### config.mk
export PLATFORM = sky130hd
export DESIGN_NAME = hps_port_reg
export DESIGN_NICKNAME = d
export VERILOG_FILES = /design/src/rtl/hps_pkg.sv /design/src/rtl/hps_flag.sv /design/src/rtl/hps_state.sv /design/src/rtl/hps_port_reg.sv
export SDC_FILE = /design/constraint.sdc
export NUM_CORES = 1
export LEC_CHECK = 0
export ABC_AREA = 1
export BUFFER_PORTS_ARGS = -buffer_cell sky130_fd_sc_hd__buf_4
export CAP_MARGIN = 40
export CORE_MARGIN = 4
export CORE_UTILIZATION = 32
export CTS_BUF_LIST = sky130_fd_sc_hd__clkbuf_2 sky130_fd_sc_hd__clkbuf_4 sky130_fd_sc_hd__clkbuf_8
export CTS_CLUSTER_DIAMETER = 120
export CTS_CLUSTER_SIZE = 20
export DETAILED_ROUTE_END_ITERATION = 7
export GPL_ROUTABILITY_DRIVEN = 0
export PLACE_DENSITY = 0.86
export SETUP_SLACK_MARGIN = 0.3
export SYNTH_ARGS = -nofsm -noshare
export SYNTH_HDL_FRONTEND = slang
export SYNTH_HIERARCHICAL = 1
export SYNTH_SLANG_ARGS = --single-unit
export TNS_END_PERCENT = 50
### constraint.sdc
create_clock -name clk -period 1.52 [get_ports clk]
set_clock_uncertainty 0.15 [all_clocks]
set_input_delay 0.152 -clock clk [delete_from_list [all_inputs] [get_ports clk]]
set_output_delay 0.152 -clock clk [all_outputs]
set_load 0.005 [all_outputs]
### src/rtl/hps_pkg.sv
package hps_pkg;
  localparam int BIT_CONN = 0;
  localparam int BIT_CDET = 1;
  localparam int BIT_EN   = 2;
  localparam int BIT_ECHG = 3;
  localparam int BIT_OCA  = 4;
  localparam int BIT_OCHG = 5;
  localparam int NUM_FLAGS = 3;
  localparam int USED_BITS = 6;

  typedef struct packed {
    logic conn;
    logic en;
    logic oc;
  } port_state_t;

  // sticky flag i lives at bit 2*i+1
  function automatic int flag_bit(input int idx);
    return 2 * idx + 1;
  endfunction
endpackage

### src/rtl/hps_flag.sv
module hps_flag (
  input  logic clk,
  input  logic rst_n,
  input  logic set_i,
  input  logic clr_i,
  output logic q_o
);
  logic q_d;

  always_comb begin
    q_d = q_o;
    if (clr_i) q_d = 1'b0;
    if (set_i) q_d = 1'b1;   // a set beats a same-cycle clear
  end

  always_ff @(posedge clk or negedge rst_n) begin
    if (!rst_n) q_o <= 1'b0;
    else        q_o <= q_d;
  end

  a_r9_set_wins: assert property (@(posedge clk) disable iff (!rst_n)
    set_i |=> q_o);
  a_r3_w1c_clears: assert property (@(posedge clk) disable iff (!rst_n)
    (clr_i && !set_i) |=> !q_o);
  a_r3_holds_idle: assert property (@(posedge clk) disable iff (!rst_n)
    (!set_i && !clr_i) |=> $stable(q_o));
endmodule

### src/rtl/hps_state.sv
module hps_state
  import hps_pkg::*;
(
  input  logic        clk,
  input  logic        rst_n,
  input  logic        attach_i,
  input  logic        detach_i,
  input  logic        rst_done_i,
  input  logic        oc_i,
  input  logic        sw_disable_i,
  output port_state_t st_o,
  output logic        en_changed_o,
  output logic        oc_changed_o
);
  port_state_t st_d;
  logic        en_clr;
  logic        en_set;

  always_comb begin
    en_clr = detach_i | oc_i | sw_disable_i;
    en_set = rst_done_i & st_o.conn;
    st_d   = st_o;
    if (attach_i)    st_d.conn = 1'b1;
    if (detach_i)    st_d.conn = 1'b0;
    if (en_set)      st_d.en   = 1'b1;
    if (en_clr)      st_d.en   = 1'b0;
    st_d.oc = oc_i;
    en_changed_o = st_d.en ^ st_o.en;
    oc_changed_o = st_d.oc ^ st_o.oc;
  end

  always_ff @(posedge clk or negedge rst_n) begin
    if (!rst_n) st_o <= '0;
    else        st_o <= st_d;
  end

  a_r2_detach_drops: assert property (@(posedge clk) disable iff (!rst_n)
    detach_i |=> !st_o.conn);
  a_r2_attach_sets: assert property (@(posedge clk) disable iff (!rst_n)
    (attach_i && !detach_i) |=> st_o.conn);
  a_r4_en_only_hw: assert property (@(posedge clk) disable iff (!rst_n)
    (!st_o.en && !rst_done_i) |=> !st_o.en);
  a_r5_en_drops: assert property (@(posedge clk) disable iff (!rst_n)
    (detach_i || oc_i || sw_disable_i) |=> !st_o.en);
  a_r7_oc_high: assert property (@(posedge clk) disable iff (!rst_n)
    oc_i |=> st_o.oc);
  a_r7_oc_low: assert property (@(posedge clk) disable iff (!rst_n)
    !oc_i |=> !st_o.oc);
endmodule

### src/rtl/hps_port_reg.sv
module hps_port_reg
  import hps_pkg::*;
#(
  parameter int DATA_W = 32
) (
  input  logic              clk,
  input  logic              rst_n,
  input  logic              reg_wr,
  input  logic [DATA_W-1:0] reg_wdata,
  output logic [DATA_W-1:0] reg_rdata,
  input  logic              ev_attach,
  input  logic              ev_detach,
  input  logic              ev_rst_done,
  input  logic              oc_in,
  input  logic [NUM_FLAGS-1:0] irq_en,
  output logic              port_irq
);
  localparam int PAD_W = DATA_W - USED_BITS;

  port_state_t          st;
  logic                 en_chg;
  logic                 oc_chg;
  logic                 sw_disable;
  logic [NUM_FLAGS-1:0] flag_set;
  logic [NUM_FLAGS-1:0] flag_clr;
  logic [NUM_FLAGS-1:0] flag_q;
  logic                 unused_wdata;

  assign unused_wdata = ^reg_wdata;
  assign sw_disable   = reg_wr & reg_wdata[BIT_EN];

  hps_state u_state (
    .clk          (clk),
    .rst_n        (rst_n),
    .attach_i     (ev_attach),
    .detach_i     (ev_detach),
    .rst_done_i   (ev_rst_done),
    .oc_i         (oc_in),
    .sw_disable_i (sw_disable),
    .st_o         (st),
    .en_changed_o (en_chg),
    .oc_changed_o (oc_chg)
  );

  assign flag_set = {oc_chg, en_chg, ev_attach};

  for (genvar i = 0; i < NUM_FLAGS; i++) begin : g_flag
    assign flag_clr[i] = reg_wr & reg_wdata[flag_bit(i)];
    hps_flag u_flag (
      .clk   (clk),
      .rst_n (rst_n),
      .set_i (flag_set[i]),
      .clr_i (flag_clr[i]),
      .q_o   (flag_q[i])
    );
  end

  always_comb begin
    reg_rdata = {{PAD_W{1'b0}}, {USED_BITS{1'b0}}};
    reg_rdata[BIT_CONN] = st.conn;
    reg_rdata[BIT_EN]   = st.en;
    reg_rdata[BIT_OCA]  = st.oc;
    for (int i = 0; i < NUM_FLAGS; i++) reg_rdata[flag_bit(i)] = flag_q[i];
  end

  assign port_irq = |(flag_q & irq_en);

  a_r11_irq_gated: assert property (@(posedge clk) disable iff (!rst_n)
    (irq_en == '0) |-> !port_irq);
  a_r6_en_change_flags: assert property (@(posedge clk) disable iff (!rst_n)
    (reg_rdata[BIT_EN] != $past(reg_rdata[BIT_EN])) |-> reg_rdata[BIT_ECHG]);
  a_r8_oc_change_flags: assert property (@(posedge clk) disable iff (!rst_n)
    (reg_rdata[BIT_OCA] != $past(reg_rdata[BIT_OCA])) |-> reg_rdata[BIT_OCHG]);
  a_r12_pad_zero: assert property (@(posedge clk) disable iff (!rst_n)
    reg_rdata[DATA_W-1:USED_BITS] == '0);
endmodule

==> results.txt <==
CTS sink count: 6
total power: 0.4452 mW
Synth area leader: buf_4
initial antenna violation count: 0
routed vias: 406
FF+latch area: 150.1 µm²
setup TNS: 0 ns
DRC: 0
Final nets: 141
Antenna Diode Count: 0
sequential area share after synthesis: 0.2963
CTS tree: yes
average cell area after synthesis: 7.239 µm²
f_max: 831.2 MHz
filler instances: 159
Die W: 47.80 µm
Core Region: 1506 µm²
Post-Synth Adder-Cell Area: 0
Starting Density: 0.3364
Slew Viols, Final: 0
# Max-Cap Violations: 0
Detail Route Antenna Nets: 0
grt ovf: 0
Cell Pwr Density: 677.8 nW/µm²
TritonRoute pass-1 iters: 1
FF+latch count, synth: 6
initial DRC count: 0
crit-path max FO: 3
Pleak: 0.4238 nW
vias in the first global route: 326
row count: 14
vias per cell: 3.593
CTS H-tree depth: 1
post-synth top area share: 0.3852
Synth Area in XOR/XNOR: 0.01728
Required @ worst endpoint: 1.22 ns
gr usage total: 0.08841
Synth Warn #: 6
status: complete, no violations
compound-cell area share of the yosys netlist: 0.01728
clock buffer count from CTS: 3
Area growth syn-to-layout: 29.63%
layout cells sized above 1: 0.2784
crit path DAT: 0.90 ns
Critical Path, Cell by Cell: nand2_1, nand3_1, buf_4
Slowest-stage cell, CP: dfrtp_1
Routed WL: 947 µm
critical path class: reg2out
Post-Syn Area: 506.7 µm²
multiplexer share of the synthesized area: 0
clk slew on worst S/H paths: 0.04 ns
area of the multi-input gates: 211.5 µm²
Clk Latency, worst-skew pair: 0.24 ns
fin crit period: 1.203 ns
ranking of synthesized cells by area: buf_4, dfrtp_1, nand2_1
largest family of logic cells by synthesized area: buffers and inverters
largest net degree at the start of global routing: 7
floorplan die height: 47.80 µm
CTS root buf: clkbuf_4
max incr delay on CP: 0.39 ns
DP HPWL: 802.2 µm
Die ar.: 2284 µm²
RSZ-0062 raised after global routing: true
IO buf count: 20
Final setup violation count: 0
Final Cycle Share: 0.7915
Routed WL per cell: 8.381 µm
crit path capture type: output pin
Netlist cell types: 12
Fin. Hold Viols: 0
Peak VDD IR: 0.3623 mV
HP Class: in2reg
Max clock buf depth: 2
first-pass GRT wire length: 1.248 mm
Syn Inst Count: 70
Ports: 75
Post-Synth Simple-Gate Area: 0.1802
crit path launch type: flop
-- cells in the mapped netlist --
master / count
buf_4: 26
nand2_1: 16
inv_1: 13
dfrtp_1: 6
nor2_1: 2
a21oi_2: 1
conb_1: 1
nand2_2: 1
nand3_1: 1
nand4_1: 1
nor2_2: 1
xor2_1: 1
-- flip-flops by register name, indices dropped and copies added, names as in the netlist --
signal,flops
u_state/st_o,3
g_flag.u_flag/q_o,3
-- cells by family after synthesis --
| logic type | after synthesis |
|---|---|
| AOI/OAI and AO/OA | 1 |
| xor gates and xnor gates | 1 |
| buffers and inverters | 39 |
| DFF | 6 |
| other | 1 |
| and+or+nand+nor | 22 |
-- worst paths after layout --
check,slack (ns),startpoint,end,cells past startpoint
setup / recovery,0.32,g_flag[2].u_flag/q_o,port_irq,3
hold / removal,0.01,ev_detach,u_state/st_o[1],4
setup reg to reg,0.53,u_state/st_o[2],g_flag[1].u_flag/q_o,6
hold reg to reg,0.34,g_flag[0].u_flag/q_o,g_flag[0].u_flag/q_o,2
max in group asynchronous,1.00,rst_n,u_state/st_o[0],2
min in group asynchronous,0.11,rst_n,g_flag[0].u_flag/q_o,2
-- layout by cell type, fill, tap and decap left out, types with 2 or more instances in the layout --
cell type and n:
conb_1 26, buf_4 20, nand2_1 16, inv_1 13, dfrtp_1 6, clkbuf_4 3, dlygate4sd3_1 3, nor2_1 2
-- metrics by stage --
step             util  std cells  setup WS, ns  hold slack (ns)  area (µm²)
4_1_cts        0.4286        113        0.3061         0.003139       645.6
2_1_floorplan       -         95        0.5648          -0.2936       600.6
5_1_grt        0.4360        113        0.2607          0.02676       656.9
6_report       0.4360        113        0.3170          0.01459       656.9
3_5_place_dp   0.3821        105        0.5209          -0.1861       575.6
3_3_place_gp   0.3821        105        0.5319          -0.1908       575.6
-- metal layers --
metal | routed length, µm | share of wire | GRT usage
met4 | 19 | 0.020 | 0.06452
met3 | 199 | 0.21 | 0.06767
met1 | 294 | 0.31 | 0.07710
met5 | 0 | 0 | 0
met2 | 434 | 0.46 | 0.1372
-- repair_timing --
| action | CTS | global route |
|---|---|---|
| pin swaps | 1 | 0 |
| endpoints found under the setup margin | 1 | 3 |
| resized for setup | 0 | 3 |
| buffers inserted | 1 | 0 |
| endpoints found under the hold margin | 9 | 0 |
| hold buffers | 4 | 0 |
-- final cells by class --
type	instances	share of cell area
sequential	6	0.2286
clock buffer	3	0.03429
timing repair buffer	25	0.3105
inverter	13	0.07429
multi-input combinational	50	0.3219
tap	16	0.03048
-- report_power, final --
part | leakage, nW | switching [mW] | total [mW] | internal [mW]
Combinational | 0.339 | 0.0552 | 0.119 | 0.0642
Sequential | 0.0711 | 0.00804 | 0.180 | 0.172
Clock | 0.0138 | 0.0562 | 0.145 | 0.0892
-- critical path: cells and delay by family, from the launching register on --
family / cells / cell delay (ns)
simple gates: 2 / 0.13
flops: 1 / 0.39
buf+inv: 1 / 0.14
Power figures use the tool's default switching activity.
